### config.mk
export PLATFORM = sky130hd
export DESIGN_NAME = desc_ring_ctl
export DESIGN_NICKNAME = d
export VERILOG_FILES = /design/src/rtl/drc_pkg.sv /design/src/rtl/drc_regs.sv /design/src/rtl/drc_overlap.sv /design/src/rtl/drc_seq.sv /design/src/rtl/desc_ring_ctl.sv
export SDC_FILE = /design/constraint.sdc
export NUM_CORES = 1
export LEC_CHECK = 0
export ABC_AREA = 1
export BUFFER_PORTS_ARGS = -buffer_cell sky130_fd_sc_hd__buf_2
export CORE_MARGIN = 4
export CORE_UTILIZATION = 50
export DETAILED_ROUTE_END_ITERATION = 6
export GPL_ROUTABILITY_DRIVEN = 0
export GPL_TIMING_DRIVEN = 0
export PLACE_DENSITY_LB_ADDON = 0.25
export SLEW_MARGIN = 20
export SYNTH_ARGS = -nofsm -noshare
export SYNTH_HDL_FRONTEND = slang
export SYNTH_SLANG_ARGS = --single-unit
### constraint.sdc
create_clock -name clk -period 4.9 [get_ports clk]
set_clock_uncertainty 0.15 [all_clocks]
set_input_delay 0 -clock clk [delete_from_list [all_inputs] [get_ports clk]]
set_output_delay 0 -clock clk [all_outputs]
set_load 0.005 [all_outputs]
### src/rtl/drc_pkg.sv
package drc_pkg;

   typedef enum logic [2:0] {
      ST_IDLE    = 3'd0,
      ST_FETCH   = 3'd1,
      ST_CHECK   = 3'd2,
      ST_PROCESS = 3'd3,
      ST_WRES    = 3'd4,
      ST_CLEAR   = 3'd5,
      ST_ADV     = 3'd6
   } drc_state_e;

   localparam logic [7:0] RA_CFG   = 8'h40;
   localparam logic [7:0] RA_STAT  = 8'h44;
   localparam logic [7:0] RA_PBASE = 8'h48;
   localparam logic [7:0] RA_RBASE = 8'h4C;
   localparam logic [7:0] RA_SIZE  = 8'h50;
   localparam logic [7:0] RA_POLL  = 8'h54;

   localparam int CFG_SKIP_BIT = 20;
   localparam int STAT_BUSY_BIT = 31;
   localparam int STAT_IDX_LSB = 16;

endpackage

### src/rtl/drc_regs.sv
module drc_regs
   import drc_pkg::*;
#(
   parameter int AW    = 32,
   parameter int IDX_W = 8,
   parameter int CNT_W = 16
)(
   input  logic             clk,
   input  logic             rst_n,
   input  logic             reg_wr,
   input  logic [7:0]       reg_addr,
   input  logic [31:0]      reg_wdata,
   input  logic             busy,
   input  logic [IDX_W-1:0] cur_idx,
   input  logic [CNT_W-1:0] done_cnt,
   output logic [31:0]      reg_rdata,
   output logic             skip_wb,
   output logic [AW-1:0]    pkt_base,
   output logic [AW-1:0]    res_base,
   output logic [IDX_W-1:0] ring_size,
   output logic             poll
);

   logic [31:0] stat_word;

   always_ff @(posedge clk or negedge rst_n) begin
      if (!rst_n) begin
         skip_wb   <= 1'b1;
         pkt_base  <= '0;
         res_base  <= '0;
         ring_size <= '0;
      end else if (reg_wr) begin
         case (reg_addr)
            RA_CFG:   skip_wb   <= reg_wdata[CFG_SKIP_BIT];
            RA_PBASE: pkt_base  <= reg_wdata[AW-1:0];
            RA_RBASE: res_base  <= reg_wdata[AW-1:0];
            RA_SIZE:  ring_size <= reg_wdata[IDX_W-1:0];
            default:  ;
         endcase
      end
   end

   assign poll = reg_wr && (reg_addr == RA_POLL);

   always_comb begin
      stat_word = '0;
      stat_word[STAT_BUSY_BIT] = busy;
      stat_word[STAT_IDX_LSB +: IDX_W] = cur_idx;
      stat_word[CNT_W-1:0] = done_cnt;
   end

   always_comb begin
      reg_rdata = '0;
      case (reg_addr)
         RA_CFG:   reg_rdata[CFG_SKIP_BIT] = skip_wb;
         RA_STAT:  reg_rdata = stat_word;
         RA_PBASE: reg_rdata[AW-1:0] = pkt_base;
         RA_RBASE: reg_rdata[AW-1:0] = res_base;
         RA_SIZE:  reg_rdata[IDX_W-1:0] = ring_size;
         default:  reg_rdata = '0;
      endcase
   end

endmodule

### src/rtl/drc_overlap.sv
module drc_overlap #(
   parameter int AW         = 32,
   parameter int IDX_W      = 8,
   parameter int DESC_BYTES = 8,
   parameter bit DETECT     = 1'b1
)(
   input  logic [AW-1:0]    pkt_base,
   input  logic [AW-1:0]    res_base,
   input  logic [IDX_W-1:0] ring_size,
   output logic             overlap
);

   localparam int SH = $clog2(DESC_BYTES);
   localparam int EW = AW + IDX_W + SH + 1;

   generate
      if (DETECT) begin : g_cmp
         logic [IDX_W:0] n_eff;
         logic [EW-1:0]  span;
         logic [EW-1:0]  p_lo, p_hi, r_lo, r_hi;

         always_comb begin
            n_eff = (ring_size == '0) ? {{IDX_W{1'b0}}, 1'b1} : {1'b0, ring_size};
            span  = EW'(n_eff) << SH;
            p_lo  = EW'(pkt_base);
            r_lo  = EW'(res_base);
            p_hi  = p_lo + span;
            r_hi  = r_lo + span;
         end

         assign overlap = (p_lo < r_hi) && (r_lo < p_hi);

         // identical bases always count as overlapping
         always_comb begin
            if (rst_check_en(pkt_base, res_base))
               p_same_base_r8: assert (overlap);
         end

         function automatic logic rst_check_en(input logic [AW-1:0] a, input logic [AW-1:0] b);
            return (a == b);
         endfunction
      end else begin : g_off
         assign overlap = 1'b0;
      end
   endgenerate

endmodule

### src/rtl/drc_seq.sv
module drc_seq
   import drc_pkg::*;
#(
   parameter int AW         = 32,
   parameter int IDX_W      = 8,
   parameter int CNT_W      = 16,
   parameter int DESC_BYTES = 8,
   parameter int OWN_BIT    = 31
)(
   input  logic             clk,
   input  logic             rst_n,
   input  logic             poll,
   input  logic             need_clear,
   input  logic [AW-1:0]    pkt_base,
   input  logic [AW-1:0]    res_base,
   input  logic [IDX_W-1:0] ring_size,
   output logic             mem_req,
   output logic             mem_we,
   output logic [AW-1:0]    mem_addr,
   output logic [31:0]      mem_wdata,
   input  logic             mem_ack,
   input  logic [31:0]      mem_rdata,
   output logic             eng_start,
   output logic [31:0]      eng_desc,
   input  logic             eng_done,
   output logic             busy,
   output logic [IDX_W-1:0] cur_idx,
   output logic [CNT_W-1:0] done_cnt
);

   localparam int SH = $clog2(DESC_BYTES);
   localparam logic [31:0] OWN_MASK = 32'd1 << OWN_BIT;

   drc_state_e       state_q, state_d;
   logic [31:0]      desc_q;
   logic [IDX_W-1:0] idx_q;
   logic [CNT_W-1:0] cnt_q;
   logic [AW-1:0]    ring_ofs;
   logic [IDX_W-1:0] last_idx;
   logic             at_last;
   logic             owned;

   assign ring_ofs = AW'(idx_q) << SH;
   assign last_idx = (ring_size == '0) ? '0 : ring_size - IDX_W'(1);
   assign at_last  = (idx_q >= last_idx);
   assign owned    = desc_q[OWN_BIT];

   always_comb begin
      state_d = state_q;
      case (state_q)
         ST_IDLE:    if (poll) state_d = ST_FETCH;
         ST_FETCH:   if (mem_ack) state_d = ST_CHECK;
         ST_CHECK:   state_d = owned ? ST_PROCESS : ST_IDLE;
         ST_PROCESS: if (eng_done) state_d = ST_WRES;
         ST_WRES:    if (mem_ack) state_d = need_clear ? ST_CLEAR : ST_ADV;
         ST_CLEAR:   if (mem_ack) state_d = ST_ADV;
         ST_ADV:     state_d = ST_FETCH;
         default:    state_d = ST_IDLE;
      endcase
   end

   always_ff @(posedge clk or negedge rst_n) begin
      if (!rst_n) begin
         state_q <= ST_IDLE;
         desc_q  <= '0;
         idx_q   <= '0;
         cnt_q   <= '0;
      end else begin
         state_q <= state_d;
         if (state_q == ST_FETCH && mem_ack)
            desc_q <= mem_rdata;
         if (state_q == ST_ADV) begin
            idx_q <= at_last ? '0 : idx_q + IDX_W'(1);
            cnt_q <= cnt_q + CNT_W'(1);
         end
      end
   end

   assign mem_req   = (state_q == ST_FETCH) || (state_q == ST_WRES) || (state_q == ST_CLEAR);
   assign mem_we    = (state_q == ST_WRES) || (state_q == ST_CLEAR);
   assign mem_addr  = ((state_q == ST_WRES) ? res_base : pkt_base) + ring_ofs;
   assign mem_wdata = desc_q & ~OWN_MASK;
   assign eng_start = (state_q == ST_CHECK) && owned;
   assign eng_desc  = desc_q;
   assign busy      = (state_q != ST_IDLE);
   assign cur_idx   = idx_q;
   assign done_cnt  = cnt_q;

   p_req_hold_r10: assert property (@(posedge clk) disable iff (!rst_n)
      (mem_req && !mem_ack) |=> (mem_req && $stable(mem_addr) && $stable(mem_we) && $stable(mem_wdata)));

   p_start_pulse_r4: assert property (@(posedge clk) disable iff (!rst_n)
      eng_start |=> !eng_start);

   p_no_write_while_engine_r4: assert property (@(posedge clk) disable iff (!rst_n)
      (state_q == ST_PROCESS) |-> !mem_req);

   p_idle_until_poll_r3: assert property (@(posedge clk) disable iff (!rst_n)
      (state_q == ST_IDLE && !poll) |=> (state_q == ST_IDLE && !mem_req));

   p_wrap_r9: assert property (@(posedge clk) disable iff (!rst_n)
      (state_q == ST_ADV && at_last) |=> (cur_idx == '0));

   p_clear_after_result_r5: assert property (@(posedge clk) disable iff (!rst_n)
      (state_q == ST_CLEAR) |-> ($past(state_q) == ST_WRES || $past(state_q) == ST_CLEAR));

   p_writeback_r6: assert property (@(posedge clk) disable iff (!rst_n)
      (state_q == ST_WRES && mem_ack && need_clear) |=> (mem_req && mem_we));

   p_skip_r7: assert property (@(posedge clk) disable iff (!rst_n)
      (state_q == ST_WRES && mem_ack && !need_clear) |=> !mem_req);

endmodule

### src/rtl/desc_ring_ctl.sv
module desc_ring_ctl
   import drc_pkg::*;
#(
   parameter int IDX_W          = 8,
   parameter int CNT_W          = 16,
   parameter int DESC_BYTES     = 8,
   parameter int OWN_BIT        = 31,
   parameter bit OVERLAP_DETECT = 1'b1
)(
   input  logic        clk,
   input  logic        rst_n,
   input  logic        reg_wr,
   input  logic [7:0]  reg_addr,
   input  logic [31:0] reg_wdata,
   output logic [31:0] reg_rdata,
   output logic        mem_req,
   output logic        mem_we,
   output logic [31:0] mem_addr,
   output logic [31:0] mem_wdata,
   input  logic        mem_ack,
   input  logic [31:0] mem_rdata,
   output logic        eng_start,
   output logic [31:0] eng_desc,
   input  logic        eng_done
);

   localparam int AW = 32;

   generate
      if (DESC_BYTES < 4 || (DESC_BYTES & (DESC_BYTES - 1)) != 0) begin : g_bad_stride
         $error("DESC_BYTES must be a power of two of at least 4");
      end
      if (IDX_W < 1 || IDX_W > 15) begin : g_bad_idx
         $error("IDX_W must lie in 1..15 to fit the status word");
      end
      if (CNT_W < 1 || CNT_W > 16) begin : g_bad_cnt
         $error("CNT_W must lie in 1..16 to fit the status word");
      end
      if (OWN_BIT < 0 || OWN_BIT > 31) begin : g_bad_own
         $error("OWN_BIT must select a bit of the descriptor word");
      end
   endgenerate

   logic             skip_wb;
   logic [AW-1:0]    pkt_base;
   logic [AW-1:0]    res_base;
   logic [IDX_W-1:0] ring_size;
   logic             poll;
   logic             overlap;
   logic             need_clear;
   logic             busy;
   logic [IDX_W-1:0] cur_idx;
   logic [CNT_W-1:0] done_cnt;

   drc_regs #(.AW(AW), .IDX_W(IDX_W), .CNT_W(CNT_W)) u_regs (
      .clk       (clk),
      .rst_n     (rst_n),
      .reg_wr    (reg_wr),
      .reg_addr  (reg_addr),
      .reg_wdata (reg_wdata),
      .busy      (busy),
      .cur_idx   (cur_idx),
      .done_cnt  (done_cnt),
      .reg_rdata (reg_rdata),
      .skip_wb   (skip_wb),
      .pkt_base  (pkt_base),
      .res_base  (res_base),
      .ring_size (ring_size),
      .poll      (poll)
   );

   drc_overlap #(.AW(AW), .IDX_W(IDX_W), .DESC_BYTES(DESC_BYTES), .DETECT(OVERLAP_DETECT)) u_ovl (
      .pkt_base  (pkt_base),
      .res_base  (res_base),
      .ring_size (ring_size),
      .overlap   (overlap)
   );

   assign need_clear = !skip_wb || overlap;

   drc_seq #(
      .AW(AW), .IDX_W(IDX_W), .CNT_W(CNT_W), .DESC_BYTES(DESC_BYTES), .OWN_BIT(OWN_BIT)
   ) u_seq (
      .clk        (clk),
      .rst_n      (rst_n),
      .poll       (poll),
      .need_clear (need_clear),
      .pkt_base   (pkt_base),
      .res_base   (res_base),
      .ring_size  (ring_size),
      .mem_req    (mem_req),
      .mem_we     (mem_we),
      .mem_addr   (mem_addr),
      .mem_wdata  (mem_wdata),
      .mem_ack    (mem_ack),
      .mem_rdata  (mem_rdata),
      .eng_start  (eng_start),
      .eng_desc   (eng_desc),
      .eng_done   (eng_done),
      .busy       (busy),
      .cur_idx    (cur_idx),
      .done_cnt   (done_cnt)
   );

   // with overlapping rings the packet-ring writeback is never skipped
   p_overlap_forces_wb_r8: assert property (@(posedge clk) disable iff (!rst_n)
      overlap |-> need_clear);

endmodule

==> flow_summary.toml, run 1 <==
[detailed_routing]
vias_per_cell = 5.43
firstDrtPassIters = 6
antenna_left = 0
drc = 0
wl_per_cell_um = 17.7
drt_iter0_drc = 928
num_vias = 11300
routed_wl_um = 36800

[clock_tree]
cts_max_level = 4
cts_tree = "built"
clock_latency_ps = 440
cts-root-buf = "clkbuf_16"
tritoncts_num_sinks = 132
cts_inserted_buffers = 17
cts.clk_slew.worst_paths_ps = 70
max-clock-path-buffers = 2

[sta]
rsz0062_at_grt = "yes"
finalSetupViolations = 1
setup_ws_ps = -5.81
hold_violations = 0
tns_ps = -5.81
fmax_mhz = 204
min_period_over_period_pct = 100
tightest_slew_ps = 790
hold-worst-slack_ps = 177
slew_viol_final = 0
final.min_clock_period_ps = 4910
slew-limit-headroom_pct = 47.4

[run_status]
failed_checks = "negative setup slack"
status = "complete, but fails checks"

[place]
dp_hpwl_um = 26600
io_buffers = 206
dpl_worst_slack_ps = -887

[final_layout]
fin_nets = 1960
area_growth_syn_to_layout_pct = 31.6
insertedDiodeCount = 0
drive_above_1_share_pct = 26.9

[global_route]
grt_pass1_wl_um = 58100
antenna_found_initial = 1
grt_pass1_vias = 11300
overflow = 0
grt_max_degree = 96
globalRouteTotalUtil_pct = 30.6

[floorplanning]
coreArea_um2 = 21100
die_h_um = 155
design.die.area_um2 = 23900
die_w_um = 155
start_util_pct = 51.0
rows = 53
io_pins = 208

[pwr]
peakVddDrop_mv = 0.366
p_leak_nw = 7.10
p_per_area_nw_per_um2 = 318

[synth]
ys_dominant_reg_cell = "dfrtp_1"
synth_nets = 1614
seq_area_frac_synth_pct = 30.7
synth_warnings = 0
synth_cells = 1439
synth-edff-count = 0
synth_area_leader_cell = "dfrtp_1"
synth.distinct_cells = 52
syn_area_per_cell_um2 = 7.48
synth_top_area_share_pct = 30.5
async_reset_ff_share_pct = 100
synth.cell_area_um2 = 10800
ys_seq_elements = 132
synthTopCellsByArea = "dfrtp_1 30%, nand2_1 13%, ha_1 11%, xor2_1 6.5%, inv_1 6.5%"

[hold_path]
hold_class = "in2reg"
holdPathStages = 3

[worst_setup_path]
required_ps = 5080
cp_max_fo = 8
arrival_ps = 5080
cp_slowest_cell = "dfrtp_1"
cp_common_cell = "nand2_1"
critical_path_class = "reg2reg"
cp-end-kind = "flip-flop"
start_kind = "flip-flop"
critical-path-top-delay-family = "simple AND/OR/NAND/NOR gates"
path_buf_inv = 3
reg2regPathDepth = 32
slowest_delay_ps = 520
cp_num_cells = 32

[job]
cap_violations = 0
metrics by stage:
step	power, mW	utilization [%]	area, um2	instances
2_1_floorplan	2.36	-	10800	1439
3_3_place_gp	2.92	57.5	12100	1920
3_5_place_dp	2.96	57.7	12200	1921
4_1_cts	4.42	66.1	13900	2072
5_1_grt	4.77	67.2	14200	2073
6_report	4.50	67.2	14200	2073
report_power, final:
part	total, mW	internal, mW	switching (mW)
Combinational	1.72	0.890	0.829
Clock	1.29	0.741	0.548
Sequential	1.49	1.28	0.211
Total	4.50	2.91	1.59
worst register-to-register path: cells and delay by family, from the launching register on:
| kind | cells | cell delay, ps |
|---|---|---|
| AOI/OAI and AO/OA | 4 | 560 |
| adders and majority gates | 3 | 780 |
| buffers and inverters | 3 | 190 |
| DFF | 1 | 520 |
| and+or+nand+nor | 22 | 2600 |
registers in the layout, summed over array words and instances, names as in the netlist:
signal and count:
u_seq.done_cnt 16, u_seq.state_q 3, u_seq.cur_idx 8, u_seq.eng_desc 32, u_regs.skip_wb 1, u_regs.res_base 32
u_regs.ring_size 8, u_regs.pkt_base 32
kinds of logic (layout without fill, tap and decap cells):
| logic type | Yosys count | in the layout | share of synthesized area [%] |
|---|---|---|---|
| AO/OA/AOI/OAI | 228 | 228 | 12.3 |
| adder cells (fa/ha/maj) | 98 | 98 | 11.6 |
| AND/OR/NAND/NOR | 583 | 583 | 23.6 |
| multiplexers | 32 | 32 | 3.35 |
| flip-flops | 132 | 132 | 30.7 |
| other | 1 | 1 | 0.0349 |
| buffers and inverters | 274 | 633 | 11.0 |
| XOR/XNOR | 91 | 91 | 7.41 |
routing by layer:
metal,global-route usage [%],vias to the layer above,wire [um]
met5,0,-,7
met4,13.5,2,1730
met3,6.99,126,3800
met2,49.9,635,17000
met1,38.8,5174,14200
li1,-,5326,-
area by class of cell:
class	count	area, um2
multi-input combinational	1033	6570
clock buffer	19	453
timing repair buffer	327	2170
fill	1795	6920
sequential	132	3310
inverter	203	772
buffer	71	414
tap	275	344
clock inverter	13	135
repair_timing:
| action | in CTS | in global routing |
|---|---|---|
| gates resized for setup | 25 | 55 |
| endpoints found under the setup margin | 2 | 10 |
| endpoints found under the hold margin | 239 | 0 |
| hold buffers | 76 | 0 |
| pin swaps | 18 | 41 |
| buffers inserted | 43 | 7 |
path summary, 6_finish.rpt:
path / startpoint / endpoint / slack [ps]
worst max-delay path: u_regs.ring_size[4]$_DFFE_PN0P_ / u_seq.state_q[0]$_DFFE_PN0P_ / -6
worst min-delay path: mem_rdata[28] / u_seq.eng_desc[28]$_DFFE_PN0P_ / 180
worst max register to register: u_regs.ring_size[4]$_DFFE_PN0P_ / u_seq.state_q[0]$_DFFE_PN0P_ / -6
worst min register to register: u_seq.done_cnt[15]$_DFFE_PN0N_ / u_seq.done_cnt[15]$_DFFE_PN0N_ / 340
max in group asynchronous: rst_n / u_regs.skip_wb$_DFFE_PN1P_ / 3600
min in group asynchronous: rst_n / u_seq.done_cnt[8]$_DFFE_PN0N_ / 500
cells in the mapped netlist (6+ instances only):
master     count
a21oi_1       50
buf_2          7
buf_4         33
clkbuf_1      24
dfrtp_1      131
ha_1          95
inv_1        185
inv_2         17
mux2_2        32
nand2_1      370
nand2_2        6
nand3_1       42
nand4_1       18
nor2_1        80
nor2_2         9
nor2_4         7
nor3_1        29
o2111ai_1      6
o21ai_0      112
o21ai_1        7
o21ai_2       12
o221ai_1      13
o22ai_1        7
xnor2_1       11
xor2_1        80
layout by cell type, fill, tap and decap left out, types with 11 or more instances in the layout:
| master | netlist | routed |
|---|---|---|
| buf_4 | 33 | 76 |
| nor2_1 | 80 | 74 |
| a21oi_1 | 50 | 44 |
| mux2_2 | 32 | 32 |
| buf_2 | 7 | 212 |
| nand3_1 | 42 | 37 |
| clkbuf_16 | 0 | 17 |
| dlygate4sd3_1 | 0 | 75 |
| xnor2_1 | 11 | 11 |
| nand4_1 | 18 | 18 |
| clkbuf_1 | 24 | 24 |
| nor3_1 | 29 | 25 |
| inv_1 | 185 | 177 |
| nand2_1 | 370 | 353 |
| nand2_2 | 6 | 20 |
| o21ai_0 | 112 | 108 |
| ha_1 | 95 | 88 |
| nor2_2 | 9 | 12 |
| inv_2 | 17 | 22 |
| dfrtp_1 | 131 | 130 |
| o221ai_1 | 13 | 13 |
| o21ai_2 | 12 | 12 |
| xor2_1 | 80 | 80 |
Note: power is estimated with default switching activity, not from simulation.
==> run 2: changes to the inputs <==
MAX_ROUTING_LAYER = met4   (was default)
==> flow_summary.toml, run 2 (synthesis gave the netlist of run 1 again) <==
[clock_tree]
cts_max_level = 4
cts_tree = "built"
clock_latency_ps = 440
max-clock-path-buffers = 2
cts-root-buf = "clkbuf_16"
tritoncts_num_sinks = 132
cts.clk_slew.worst_paths_ps = 70
cts_inserted_buffers = 17

[floorplanning]
rows = 53
coreArea_um2 = 21100
start_util_pct = 51.0
die_w_um = 155
io_pins = 208
die_h_um = 155
design.die.area_um2 = 23900

[global_route]
grt_pass1_wl_um = 58000
globalRouteTotalUtil_pct = 31.5
overflow = 0
antenna_found_initial = 1
grt_pass1_vias = 11300
grt_max_degree = 96

[worst_setup_path]
start_kind = "flip-flop"
slowest_delay_ps = 440
cp_common_cell = "nand2_1"
arrival_ps = 5030
cp_num_cells = 35
cp_max_fo = 3
path_buf_inv = 4
cp-end-kind = "flip-flop"
required_ps = 5080
reg2regPathDepth = 35
cp_slowest_cell = "dfrtp_2"
critical_path_class = "reg2reg"
critical-path-top-delay-family = "simple AND/OR/NAND/NOR gates"

[hold_path]
holdPathStages = 3
hold_class = "in2reg"

[job]
cap_violations = 0

[final_layout]
final_cell_area_um2 = 14200
fin_nets = 1960
fin_util_pct = 67.2
area_growth_syn_to_layout_pct = 31.7
final_cell_mix = "353 x nand2_1, 212 x buf_2, 177 x inv_1, 130 x dfrtp_1, 108 x o21ai_0"
final_common_cell = "nand2_1"
drive_above_1_share_pct = 26.9
regArea_um2 = 3310
final_cells = 2074
fill_cells = 1795
multi_input_area_um2 = 6570

[detailed_routing]
drt_iter0_drc = 964
routed_wl_um = 36800
num_vias = 11300
antenna_left = 0
wl_per_cell_um = 17.8
drc = 0
vias_per_cell = 5.43
firstDrtPassIters = 7

[sta]
rsz0062_at_grt = "yes"
min_period_over_period_pct = 98.9
tightest_slew_ps = 830
fmax_mhz = 206
slew-limit-headroom_pct = 44.7
finalSetupViolations = 0
hold_violations = 0
slew_viol_final = 0
final.min_clock_period_ps = 4850

[place]
io_buffers = 206
dp_hpwl_um = 26600
dpl_cell_area_um2 = 12200
placed_cells = 1921

[pwr]
power_mw = 4.50
p_per_area_nw_per_um2 = 318
p_leak_nw = 7.10
peakVddDrop_mv = 0.366

[run_status]
status = "complete, no violations"
run 2: cell count changes in the layout (fill, tap and decap cells not counted), sizes merged:
| cell | change |
|---|---|
| diode | +1 |
run 2: metrics by stage:
stage	setup TNS [ps]	hold WS, ps	setup WS [ps]
final	0	175	54.0
after floorplan	0	-446	410
after global placement	-1530	80.6	-800
after global routing	-264	171	-133
after CTS	-6.36	165	-6.36
after detailed placement	-1710	-253	-887
run 2: metal layers:
metal	wire [um]	GRT usage (%)
met2	16900	49.9
met4	1800	13.4
met1	14700	39.5
met5	0	-
met3	3420	6.04
run 2: what timing repair did:
action                     4_1_cts  5_1_grt
hold endpoints to repair       239        0
buffers inserted                43        7
resized for setup               25       55
pin swaps                       18       41
hold buffers                    76        0
setup endpoints to repair        2       10
run 2: path summary, 6_finish.rpt:
path / startpoint / endpoint / slack (ps)
max in group asynchronous: rst_n / u_regs.skip_wb$_DFFE_PN1P_ / 3600
min reg2reg: u_seq.done_cnt[15]$_DFFE_PN0N_ / u_seq.done_cnt[15]$_DFFE_PN0N_ / 340
max: u_regs.ring_size[1]$_DFFE_PN0P_ / u_seq.state_q[0]$_DFFE_PN0P_ / 50
max reg2reg: u_regs.ring_size[1]$_DFFE_PN0P_ / u_seq.state_q[0]$_DFFE_PN0P_ / 50
min: mem_rdata[25] / u_seq.eng_desc[25]$_DFFE_PN0P_ / 170
min in group asynchronous: rst_n / u_regs.ring_size[7]$_DFFE_PN0P_ / 490
run 2: worst register-to-register path, delay by kind of cell (launching register included):
| kind | cells | cell delay (ps) |
|---|---|---|
| compound gates | 4 | 560 |
| fa+ha+maj | 4 | 930 |
| buf+inv | 4 | 270 |
| flops | 1 | 440 |
| simple gates | 23 | 2380 |
run 2: final cells by class:
| cell class | instances | share of cell area [%] |
|---|---|---|
| antenna | 1 | 0.0177 |
| buffer | 71 | 2.92 |
| clock buffer | 19 | 3.20 |
| clock inverter | 13 | 0.954 |
| inverter | 203 | 5.45 |
| multi-input combinational | 1033 | 46.4 |
| sequential | 132 | 23.3 |
| tap | 275 | 2.43 |
| timing repair buffer | 327 | 15.3 |
run 2: power by group:
| part | leakage, nW | total (mW) | internal (mW) | switching (mW) |
|---|---|---|---|---|
| clock network | 0.284 | 1.29 | 0.741 | 0.552 |
| logic | 5.07 | 1.72 | 0.890 | 0.829 |
| registers | 1.75 | 1.49 | 1.28 | 0.210 |
| total | 7.10 | 4.50 | 2.91 | 1.59 |
==> run 3: changes to the inputs <==
BUFFER_PORTS_ARGS = default   (was -buffer_cell sky130_fd_sc_hd__buf_2)
DONT_BUFFER_PORTS = 1   (was default)
==> flow_summary.toml, run 3 (synthesis gave the netlist of run 1 again) <==
[detailed_routing]
num_vias = 10600
routed_wl_um = 36000
antenna_left = 0
firstDrtPassIters = 7
wl_per_cell_um = 19.2
vias_per_cell = 5.65
drc = 2
drt_iter0_drc = 884

[sta]
hold-worst-slack_ps = 29.9
hold_violations = 0
final.min_clock_period_ps = 4740
fmax_mhz = 211
finalSetupViolations = 0
setup_ws_ps = 157
tns_ps = 0
slew_viol_final = 0
min_period_over_period_pct = 96.8
tightest_slew_ps = 859
slew-limit-headroom_pct = 42.7

[pwr]
power_mw = 4.26
peakVddDrop_mv = 0.316
p_leak_nw = 6.17
p_per_area_nw_per_um2 = 326

[place]
dp_hpwl_um = 26200
dpl_worst_slack_ps = -781
io_buffers = 0
dpl_cell_area_um2 = 11100
placed_cells = 1714

[final_layout]
area_growth_syn_to_layout_pct = 21.7
final_cell_area_um2 = 13100
final_cell_mix = "359 x nand2_1, 178 x inv_1, 130 x dfrtp_1, 107 x o21ai_0, 89 x ha_1"
drive_above_1_share_pct = 16.9
final_cells = 1870
fin_nets = 1757
insertedDiodeCount = 0
final_common_cell = "nand2_1"
fin_util_pct = 62.1

[worst_setup_path]
cp_common_cell = "nand2_1"
timing.rr.end = "u_seq.state_q[0]$_DFFE_PN0P_"
required_ps = 5080
start_kind = "flip-flop"
cp_max_fo = 3
arrival_ps = 4920
rrSetupSlack_ps = 160
critical_path_class = "reg2reg"
r2r-start = "u_regs.ring_size[1]$_DFFE_PN0P_"
slowest_delay_ps = 440
reg2regPathDepth = 34
cp-end-kind = "flip-flop"
cp_slowest_cell = "dfrtp_2"

[global_route]
globalRouteTotalUtil_pct = 30.3
overflow = 0
grt_pass1_vias = 10500
grt_max_degree = 133
grt_pass1_wl_um = 55300
antenna_found_initial = 0

[clock_tree]
cts_tree = "built"
max-clock-path-buffers = 2
cts_inserted_buffers = 17
cts_max_level = 4
cts.clk_slew.worst_paths_ps = 70
clock_latency_ps = 430
cts-root-buf = "clkbuf_16"
tritoncts_num_sinks = 132

[floorplanning]
die_h_um = 155
io_pins = 208
die_w_um = 155
coreArea_um2 = 21100
start_util_pct = 51.0
design.die.area_um2 = 23900
rows = 53

[run_status]
status = "complete, but fails checks"
failed_checks = "design-rule violations"

[hold_path]
hold_class = "in2async"

[job]
cap_violations = 0
run 3: cell types whose count changed in the layout (fill, tap and decap cells not counted), moves of 3 or more:
cell     delta
buf_4       +5
buf_2     -205
nand2_1     +6
nor2_1      +3
nand2_2     -5
run 3: worst max path at each step:
stage                                   end  cells past startpoint                       startpoint
6_report       u_seq.state_q[0]$_DFFE_PN0P_                     34  u_regs.ring_size[1]$_DFFE_PN0P_
3_5_place_dp   u_seq.state_q[0]$_DFFE_PN0P_                     35  u_regs.ring_size[1]$_DFFE_PN0P_
2_1_floorplan  u_seq.state_q[0]$_DFFE_PN0P_                     35  u_regs.ring_size[1]$_DFFE_PN0P_
5_1_grt        u_seq.state_q[0]$_DFFE_PN0P_                     35  u_regs.ring_size[1]$_DFFE_PN0P_
4_1_cts        u_seq.state_q[0]$_DFFE_PN0P_                     35  u_regs.ring_size[1]$_DFFE_PN0P_
3_3_place_gp   u_seq.state_q[0]$_DFFE_PN0P_                     35  u_regs.ring_size[1]$_DFFE_PN0P_
run 3: per-layer routing:
metal / up-vias / share of wire, % / GRT usage, %
met3: 117 / 9.3 / 7.19
li1: 4932 / - / -
met5: - / 0 / -
met1: 4980 / 39 / 36.1
met2: 542 / 47 / 48.4
met4: 0 / 4.7 / 14.3
run 3: what timing repair did:
action / 4_1_cts / 5_1_grt
pin swaps: 24 / 24
gates resized for setup: 31 / 36
buffers inserted: 43 / 8
setup endpoints to repair: 2 / 10
hold buffers: 76 / 0
endpoints found under the hold margin: 240 / 0
run 3: area by class of cell:
class	instances	area, um2
Sequential cell	132	3310
Buffer	71	414
Multi-Input combinational cell	1033	6530
Tap cell	275	344
Fill cell	1864	7990
Clock buffer	18	429
Timing Repair Buffer	124	1140
Clock inverter	14	166
Inverter	203	772
run 3: worst max-delay path, delay by kind of cell, from the launching register on:
family	cells	cell delay [ps]
compound gates	3	420
simple gates	17	1690
flops	1	440
fa+ha+maj	4	910
buf+inv	10	1030
run 3: power by group:
part | internal, mW | switching (mW)
logic | 0.684 | 0.713
clock network | 0.768 | 0.566
registers | 1.28 | 0.255
total | 2.73 | 1.53
